### config.mk
export PLATFORM = sky130hd
export DESIGN_NAME = usart_core
export DESIGN_NICKNAME = d
export VERILOG_FILES = /design/src/rtl/usart_pkg.sv /design/src/rtl/usart_baud.sv /design/src/rtl/usart_tx.sv /design/src/rtl/usart_rx.sv /design/src/rtl/usart_core.sv
export SDC_FILE = /design/constraint.sdc
export NUM_CORES = 1
export LEC_CHECK = 0
export BUFFER_PORTS_ARGS = -buffer_cell sky130_fd_sc_hd__buf_2
export CAP_MARGIN = 25
export CORE_MARGIN = 3
export CORE_UTILIZATION = 60
export CTS_BUF_LIST = sky130_fd_sc_hd__clkbuf_16
export CTS_CLUSTER_SIZE = 20
export DETAILED_ROUTE_END_ITERATION = 6
export PLACE_DENSITY = 0.89
export SKIP_CTS_REPAIR_TIMING = 1
export SYNTH_ARGS = -nofsm -noshare
export SYNTH_HDL_FRONTEND = slang
export SYNTH_HIERARCHICAL = 1
export SYNTH_SLANG_ARGS = --single-unit
### constraint.sdc
create_clock -name clk -period 5.75 [get_ports clk]
set_input_delay 0.575 -clock clk [delete_from_list [all_inputs] [get_ports clk]]
set_output_delay 0.575 -clock clk [all_outputs]
set_load 0.05 [all_outputs]
### src/rtl/usart_pkg.sv
package usart_pkg;

  typedef enum logic [1:0] {
    M_SYNC       = 2'd0,
    M_ASYNC8     = 2'd1,
    M_ASYNC9_FIX = 2'd2,
    M_ASYNC9_GEN = 2'd3
  } mode_e;

  localparam int FRAME_W = 11;

  // majority of three samples
  function automatic logic maj3(input logic [2:0] s);
    return (s[0] & s[1]) | (s[0] & s[2]) | (s[1] & s[2]);
  endfunction

  // bits in transmit order, LSB leaves first; unused high bits idle at 1
  function automatic logic [FRAME_W-1:0] tx_frame(input mode_e m, input logic [7:0] d,
                                                  input logic b9);
    case (m)
      M_SYNC:   return {3'b111, d};
      M_ASYNC8: return {2'b11, d, 1'b0};
      default:  return {1'b1, b9, d, 1'b0};
    endcase
  endfunction

  function automatic logic [3:0] frame_len(input mode_e m);
    case (m)
      M_SYNC:   return 4'd8;
      M_ASYNC8: return 4'd10;
      default:  return 4'd11;
    endcase
  endfunction

endpackage

### src/rtl/usart_baud.sv
module usart_baud
  import usart_pkg::*;
#(
  parameter int FIX_DIV = 4,
  parameter int DIVW    = 8
) (
  input  logic            clk,
  input  logic            rst_n,
  input  mode_e           mode,
  input  logic [DIVW-1:0] gen_div,
  output logic            tick
);
  localparam int FW = $clog2(FIX_DIV + 1);
  localparam int CW = (FW > DIVW + 1) ? FW : DIVW + 1;

  logic [CW-1:0] cnt;
  logic [CW-1:0] limit;

  always_comb begin
    if (mode == M_ASYNC9_FIX) limit = CW'(FIX_DIV - 1);
    else                      limit = CW'(gen_div);
  end

  assign tick = (cnt >= limit);

  always_ff @(posedge clk) begin
    if (!rst_n)    cnt <= '0;
    else if (tick) cnt <= '0;
    else           cnt <= cnt + 1'b1;
  end

  // with a period above one clock, a tick is never followed at once by another
  p_tick_gap_r4: assert property (@(posedge clk) disable iff (!rst_n)
    (tick && limit != '0) |=> !tick);

endmodule

### src/rtl/usart_tx.sv
module usart_tx
  import usart_pkg::*;
#(
  parameter int SYNC_DIV = 12
) (
  input  logic       clk,
  input  logic       rst_n,
  input  mode_e      mode,
  input  logic       tick,
  input  logic       load,
  input  logic [7:0] ldata,
  input  logic       tx9,
  output logic       txd,
  output logic       shclk,
  output logic       busy,
  output logic       tflag_set
);
  localparam int CW0 = (SYNC_DIV > 2) ? $clog2(SYNC_DIV) : 1;
  localparam logic [CW0-1:0] C0_LAST = CW0'(SYNC_DIV - 1);
  localparam logic [CW0-1:0] C0_HALF = CW0'(SYNC_DIV / 2);

  logic [FRAME_W-1:0] sh;
  logic [3:0]         nleft;
  logic [3:0]         tcnt;
  logic [CW0-1:0]     c0;
  logic               sync_q;
  logic               busy_q;

  logic start_ok, sync_step, async_step, step, last_bit;

  assign start_ok   = load && !busy_q;
  assign sync_step  = busy_q && sync_q && (c0 == C0_LAST);
  assign async_step = busy_q && !sync_q && tick && (tcnt == 4'd15);
  assign step       = sync_step || async_step;
  assign last_bit   = step && (nleft == 4'd1);
  assign tflag_set  = (sync_step && nleft == 4'd1) || (async_step && nleft == 4'd2);

  always_ff @(posedge clk) begin
    if (!rst_n) begin
      sh <= '1; nleft <= '0; tcnt <= '0; c0 <= '0; sync_q <= 1'b0; busy_q <= 1'b0;
    end else if (start_ok) begin
      busy_q <= 1'b1;
      sync_q <= (mode == M_SYNC);
      tcnt   <= '0;
      c0     <= '0;
      sh     <= tx_frame(mode, ldata, tx9);
      nleft  <= frame_len(mode);
    end else if (busy_q) begin
      if (sync_q) c0 <= sync_step ? '0 : c0 + 1'b1;
      else if (tick) tcnt <= tcnt + 1'b1;
      if (step) begin
        sh    <= {1'b1, sh[FRAME_W-1:1]};
        nleft <= nleft - 1'b1;
      end
      if (last_bit) busy_q <= 1'b0;
    end
  end

  assign txd   = busy_q ? sh[0] : 1'b1;
  assign shclk = (busy_q && sync_q) ? (c0 >= C0_HALF) : 1'b1;
  assign busy  = busy_q;

  // entering the stop bit: line high, frame still running
  p_stop_entry_r5: assert property (@(posedge clk) disable iff (!rst_n)
    (tflag_set && !sync_q) |=> (txd && busy_q));
  // sync frame finishes with clock and data parked high
  p_sync_done_r2: assert property (@(posedge clk) disable iff (!rst_n)
    (tflag_set && sync_q) |=> (!busy_q && shclk && txd));
  // a load during a frame leaves the shift register alone
  p_busy_load_r12: assert property (@(posedge clk) disable iff (!rst_n)
    (load && busy_q && !step) |=> $stable(sh));

endmodule

### src/rtl/usart_rx.sv
module usart_rx
  import usart_pkg::*;
(
  input  logic       clk,
  input  logic       rst_n,
  input  mode_e      mode,
  input  logic       tick,
  input  logic       rxd,
  input  logic       rx_en,
  output logic       frame_end,
  output logic [7:0] frame_data,
  output logic       frame_b9,
  output logic       frame_stop
);
  logic       s1, s2;
  logic       active, nine_q, b9q;
  logic [3:0] tcnt, bidx;
  logic [1:0] samp;
  logic [7:0] dsh;

  logic       mid, vote, false_start;
  logic [3:0] stop_idx;

  assign mid         = active && tick && (tcnt == 4'd9);
  assign vote        = maj3({samp, s2});
  assign stop_idx    = nine_q ? 4'd10 : 4'd9;
  assign frame_end   = mid && (bidx == stop_idx);
  assign false_start = mid && (bidx == 4'd0) && vote;
  assign frame_stop  = vote;
  assign frame_data  = dsh;
  assign frame_b9    = nine_q ? b9q : vote;

  always_ff @(posedge clk) begin
    if (!rst_n) begin
      s1 <= 1'b1; s2 <= 1'b1;
      active <= 1'b0; nine_q <= 1'b0; b9q <= 1'b0;
      tcnt <= '0; bidx <= '0; samp <= '0; dsh <= '0;
    end else begin
      s1 <= rxd;
      s2 <= s1;
      if (tick) begin
        if (!active) begin
          if (rx_en && !s2 && mode != M_SYNC) active <= 1'b1;
          tcnt   <= '0;
          bidx   <= '0;
          nine_q <= mode[1];
        end else begin
          tcnt <= tcnt + 1'b1;
          if (tcnt == 4'd7 || tcnt == 4'd8) samp <= {samp[0], s2};
          if (tcnt == 4'd15) bidx <= bidx + 1'b1;
          if (mid) begin
            if (false_start) active <= 1'b0;
            else if (bidx >= 4'd1 && bidx <= 4'd8) dsh <= {vote, dsh[7:1]};
            else if (bidx == 4'd9 && nine_q) b9q <= vote;
            if (frame_end) active <= 1'b0;
          end
        end
      end
    end
  end

  // the receiver is idle straight after a frame or a rejected start
  p_end_idle_r8: assert property (@(posedge clk) disable iff (!rst_n)
    frame_end |=> !active);
  p_reject_r7: assert property (@(posedge clk) disable iff (!rst_n)
    false_start |=> !active);
  p_index_r8: assert property (@(posedge clk) disable iff (!rst_n)
    active |-> (bidx <= 4'd10));

endmodule

### src/rtl/usart_core.sv
module usart_core
  import usart_pkg::*;
#(
  parameter int FIX_DIV  = 4,
  parameter int SYNC_DIV = 12,
  parameter int DIVW     = 8
) (
  input  logic       clk,
  input  logic       rst_n,
  input  logic       reg_we,
  input  logic [1:0] reg_sel,
  input  logic [7:0] reg_wdata,
  output logic [7:0] reg_rdata,
  input  logic       rxd,
  output logic       txd,
  output logic       shclk,
  output logic       rx_irq,
  output logic       tx_irq
);
  localparam logic [1:0] SEL_CTRL = 2'd0;
  localparam logic [1:0] SEL_CFG  = 2'd1;
  localparam logic [1:0] SEL_DATA = 2'd2;
  localparam logic [1:0] SEL_BAUD = 2'd3;

  logic [1:0]      mode_q;
  logic            rx_en_q, tx9_q, rx9_q, tflag_q, rflag_q, fe_q, fe_en_q;
  logic [7:0]      rbuf_q;
  logic [DIVW-1:0] bdiv_q;
  mode_e           cur_mode;

  logic wr_ctrl, wr_cfg, wr_data, wr_baud;
  logic tick, tx_busy, tflag_set;
  logic frame_end, frame_b9, frame_stop, take;
  logic [7:0] frame_data;

  assign cur_mode = mode_e'(mode_q);
  assign wr_ctrl  = reg_we && reg_sel == SEL_CTRL;
  assign wr_cfg   = reg_we && reg_sel == SEL_CFG;
  assign wr_data  = reg_we && reg_sel == SEL_DATA;
  assign wr_baud  = reg_we && reg_sel == SEL_BAUD;
  assign take     = frame_end && !rflag_q;

  usart_baud #(.FIX_DIV(FIX_DIV), .DIVW(DIVW)) u_baud (
    .clk(clk), .rst_n(rst_n), .mode(cur_mode), .gen_div(bdiv_q), .tick(tick));

  usart_tx #(.SYNC_DIV(SYNC_DIV)) u_tx (
    .clk(clk), .rst_n(rst_n), .mode(cur_mode), .tick(tick), .load(wr_data),
    .ldata(reg_wdata), .tx9(tx9_q), .txd(txd), .shclk(shclk), .busy(tx_busy),
    .tflag_set(tflag_set));

  usart_rx u_rx (
    .clk(clk), .rst_n(rst_n), .mode(cur_mode), .tick(tick), .rxd(rxd), .rx_en(rx_en_q),
    .frame_end(frame_end), .frame_data(frame_data), .frame_b9(frame_b9),
    .frame_stop(frame_stop));

  always_ff @(posedge clk) begin
    if (!rst_n) begin
      mode_q <= '0; rx_en_q <= 1'b0; tx9_q <= 1'b0; rx9_q <= 1'b0;
      tflag_q <= 1'b0; rflag_q <= 1'b0; fe_q <= 1'b0; fe_en_q <= 1'b0;
      rbuf_q <= '0; bdiv_q <= '0;
    end else begin
      if (wr_ctrl) begin
        mode_q[0] <= reg_wdata[6];
        if (fe_en_q) fe_q <= fe_q & reg_wdata[7];
        else         mode_q[1] <= reg_wdata[7];
        rx_en_q <= reg_wdata[5];
        tx9_q   <= reg_wdata[4];
        rx9_q   <= reg_wdata[3];
        tflag_q <= reg_wdata[2];
        rflag_q <= reg_wdata[1];
      end
      if (wr_cfg)  fe_en_q <= reg_wdata[0];
      if (wr_baud) bdiv_q  <= DIVW'(reg_wdata);
      if (tflag_set) tflag_q <= 1'b1;
      if (take) begin
        rbuf_q  <= frame_data;
        rx9_q   <= frame_b9;
        rflag_q <= 1'b1;
      end
      if (frame_end && !frame_stop) fe_q <= 1'b1;
    end
  end

  always_comb begin
    case (reg_sel)
      SEL_CTRL: reg_rdata = {(fe_en_q ? fe_q : mode_q[1]), mode_q[0], rx_en_q, tx9_q,
                             rx9_q, tflag_q, rflag_q, 1'b0};
      SEL_CFG:  reg_rdata = {7'd0, fe_en_q};
      SEL_DATA: reg_rdata = rbuf_q;
      default:  reg_rdata = 8'(bdiv_q);
    endcase
  end

  assign rx_irq = rflag_q;
  assign tx_irq = tflag_q;

  // a full buffer is not overwritten by the receiver
  p_buf_hold_r9: assert property (@(posedge clk) disable iff (!rst_n)
    (rflag_q && !wr_ctrl) |=> ($stable(rbuf_q) && $stable(rx9_q) && rflag_q));
  // framing error stays until software clears it
  p_fe_sticky_r10: assert property (@(posedge clk) disable iff (!rst_n)
    (fe_q && !(wr_ctrl && fe_en_q)) |=> fe_q);
  // idle transmitter leaves both pins high
  p_idle_pins_r1: assert property (@(posedge clk) disable iff (!rst_n)
    !tx_busy |-> (txd && shclk));

endmodule

==> flow_summary_export.csv <==
group,metric,value,unit
cts,cts_made_buffers,9,
final_layout,postLayoutCoreUtil,68.6,%
power_and_ir_drop,pwr-share-clk,44.4,%
setup_path,critical_path_class,"reg2reg",
power_and_ir_drop,pwr-share-seq,47.0,%
outcome,outcome,"completed",
placement,placed_area,0.00441,mm^2
route,wire_per_inst,17.2,um
route,via_per_inst,6.21,
floorplanning,io_pins,26,
placement,port_buffers,25,
route,wirelength,10200,um
placement,dp_hpwl,6880,um
floorplanning,start_util,62.9,%
synth,ys_ff_latch,81,
cts,cts_tree,"yes",
route,dr.first_iter.drc_count,291,
sta,hold_viol,0,
placement,gp_congestion,0.868,
sta,worstMarginPinSlew,0.904,ns
final_layout,areaGrowthSynthToFinish,9.04,%
grt,grt_pass1_wl,17000,um
sta,clock.fmax,0.254,GHz
power_and_ir_drop,p_sw,0.306,mW
cts,cts-root-buf,"clkbuf_16",
cts,cts_buffer_depth,2,
power_and_ir_drop,p_leak,1.95,nW
route,firstDrtPassIters,5,
floorplanning,core_area,0.00687,mm^2
final_layout,diodes,0,
sta,slew_headroom,39.8,%
synth,ys_types,69,
sta,finalSetupTns,0,ns
grt,grt_max_degree,34,
floorplanning,die_h,90.9,um
sta,setup_viol,0,
synth,syn_area,0.00432,mm^2
worst_hold_path,hold_class,"reg2reg",
sta,fin_crit,3.93,ns
grt,grt.overflow.total,0,
cts,clk_pin_slew,0.06,ns
synth,yosys_warnings,6,
route,route.detailed.drc,0,
worst_hold_path,hold_depth,1,
final_layout,final_nets,528,
power_and_ir_drop,p_sw_share,24.5,%
final_layout,final_cells,594,
power_and_ir_drop,p_int,0.941,mW
synth,avgSynthCellArea,8.96,um^2
setup_path,r2r-end,"rbuf_q[7]$_SDFFE_PN0P_",
power_and_ir_drop,power.density,265,mW/mm^2
sta,slew_viol_final,0,
synth,netlist.area_leader.share,37.5,%
synth,synthTopCellsByArea,"dfxtp_1 (38%), mux2i_1 (8.8%), nand2_1 (6.3%), ha_1 (6.1%), o21ai_0 (2.5%)",
worst_hold_path,hold_end,"u_rx/s2$_SDFF_PN1_",
floorplanning,die_x,90.9,um
worst_hold_path,min-delay-start,"u_rx/s1$_SDFF_PN1_",
synth,synthCells,482,
sta,holdWs,0.425,ns
floorplanning,fp-row-count,30,
placement,placed_cells,577,
setup_path,ff2ff_setup_slack,1.82,ns
setup_path,setup.worst_path.start_class,"flip-flop",
setup_path,crit_path_end_kind,"flip-flop",
cts,htreeDepth,3,
final_layout,fin_area,0.00471,mm^2
synth,syn-num-nets,517,
final_layout,drive_gt1_share,12.4,%
power_and_ir_drop,combPwrFrac,8.6,%
sta,clock_skew,0.00344,ns
route,drtAntennaViolNets,0,
synth,synth_enable_flop_cells,0,
grt,grt_pass1_vias,3492,
grt,gr-usage-all-layers,25.4,%
sta,rsz0062_at_grt,"false",
floorplanning,fp.dieArea,0.00825,mm^2
route,vias,3691,
synth,synth_ff_type,"dfxtp_1",
setup_path,r2r_cells,13,
setup_path,r2r_start,"cur_mode[0]$_SDFFE_PN0P_",
sta,period_share,68.4,%
setup_path,required,5.99,ns
cts,clk_latency,0.33,ns
synth,synth-seq-area-share,37.5,%
flow_run,maxCapViolCount,0,
setup_path,worstPathArrival,4.17,ns
cts,cts.sinks,81,
power_and_ir_drop,ir_worst_vdd,198,uV
synth,synth.largest_area_cell,"dfxtp_1",
grt,grt_antenna_before_repair,0,
setup_path,cp_max_fo,11,
synth,async_reset_ff_share,0,%
## final cells by class
| type | count | area [um^2] |
|---|---|---|
| sequential | 81 | 1620 |
| multi-input combinational | 355 | 2460 |
| fill | 471 | 2160 |
| inverter | 19 | 71.3 |
| timing repair buffer | 27 | 146 |
| clock buffer | 9 | 225 |
| tap | 96 | 120 |
| clock inverter | 7 | 62.6 |
## synthesized netlist by cell type (3+ instances only)
master / number
o21ai_0: 22
ha_1: 21
nor2b_1: 12
a21boi_0: 14
xnor2_1: 4
inv_1: 18
nand3_1: 13
nand2b_1: 9
a211oi_1: 5
a21oi_1: 12
o311a_1: 3
nor2_1: 22
buf_2: 5
and3_1: 3
nand3b_1: 4
a2111oi_1: 4
xor2_1: 11
a211o_1: 6
mux2i_1: 38
nor3b_1: 3
clkbuf_1: 13
nand2_1: 72
nor3_1: 14
nand4_1: 8
buf_6: 5
dfxtp_1: 81
a31oi_1: 3
a22oi_1: 4
## flip-flops by register name (all words and copies together) (netlist names), 2 cells and up
name,count
u_tx/sh,10
cur_mode,2
u_rx/samp,2
u_tx/nleft,4
u_rx/bidx,4
bdiv_q,8
u_tx/c0,4
u_baud/cnt,9
rbuf_q,8
u_rx/tcnt,4
u_rx/frame_data,8
u_tx/tcnt,4
## logic make-up (layout without fill, tap and decap cells)
family	Yosys count	in the layout	synth area share, %
AND/OR/NAND/NOR	181	181	21.5
multiplexers	39	39	9.06
flip-flops	81	81	37.5
adder cells (fa/ha/maj)	22	22	6.34
XOR/XNOR	15	15	3.04
buffers and inverters	46	62	5.44
AO/OA/AOI/OAI	98	98	17.1
## critical path: stages, from the launching register on
cell and delay (ns):
dfxtp_1 0.38, nand2b_1 0.28, nand2_1 0.10, ha_1 0.32, a21o_1 0.13, a31oi_1 0.06
o21ai_2 0.39, a21o_2 0.32, nand3_1 0.17, nor4_1 0.46, and3_1 0.35, nor2b_1 0.53
nand2_1 0.13, a21boi_0 0.22
## routing by layer
metal	GRT usage [%]	up-vias	wire [um]
met2	42.0	142	4950
met5	0	-	0
li1	-	1733	-
met1	32.0	1787	4490
met4	11.4	0	301
met3	5.08	29	507
## layout by cell type, fill, tap and decap left out, types with 3 or more instances in the layout
| master | synthesis | routed |
|---|---|---|
| nor3b_1 | 3 | 3 |
| mux2i_1 | 38 | 38 |
| nand4_1 | 8 | 8 |
| a2111oi_1 | 4 | 4 |
| a21boi_0 | 14 | 14 |
| clkbuf_16 | 0 | 9 |
| nand3b_1 | 4 | 4 |
| a31oi_1 | 3 | 3 |
| and3_1 | 3 | 3 |
| nand2b_1 | 9 | 9 |
| nor3_1 | 14 | 14 |
| a21oi_1 | 12 | 12 |
| xnor2_1 | 4 | 4 |
| o21ai_0 | 22 | 22 |
| o311a_1 | 3 | 3 |
| nand3_1 | 13 | 13 |
| a211oi_1 | 5 | 5 |
| xor2_1 | 11 | 11 |
| nor2_1 | 22 | 22 |
| a22oi_1 | 4 | 4 |
| inv_1 | 18 | 19 |
| ha_1 | 21 | 21 |
| nand2_1 | 72 | 72 |
| a211o_1 | 6 | 6 |
| buf_2 | 5 | 25 |
| dfxtp_1 | 81 | 81 |
| nor2b_1 | 12 | 12 |
## stage by stage
step | setup slack [ns] | power [mW]
floorplan | 2.49 | 0.675
global placement | 2.32 | 0.694
detailed placement | 2.03 | 0.699
CTS | 1.90 | 1.25
global route | 1.49 | 1.29
finish | 1.82 | 1.25
## how the worst max path moves through the flow
stage	start	slack, ns	to
after floorplan	cur_mode[0]$_SDFFE_PN0P_	2.49	tx_irq$_SDFFE_PN0P_
after global routing	cur_mode[0]$_SDFFE_PN0P_	1.49	rbuf_q[7]$_SDFFE_PN0P_
after detailed placement	cur_mode[0]$_SDFFE_PN0P_	2.03	rbuf_q[5]$_SDFFE_PN0P_
final	cur_mode[0]$_SDFFE_PN0P_	1.82	rbuf_q[7]$_SDFFE_PN0P_
after global placement	cur_mode[1]$_SDFFE_PN0P_	2.32	rbuf_q[1]$_SDFFE_PN0P_
after CTS	cur_mode[0]$_SDFFE_PN0P_	1.90	rbuf_q[7]$_SDFFE_PN0P_
## power by group through the flow
stage	sequential, mW	combinational [mW]	clock, mW
final	0.586	0.107	0.554
after global routing	0.586	0.117	0.584
after CTS	0.585	0.104	0.557
after detailed placement	0.597	0.102	0
after global placement	0.596	0.0976	0
after floorplan	0.595	0.0806	0
(Power assumes the default switching activity.)
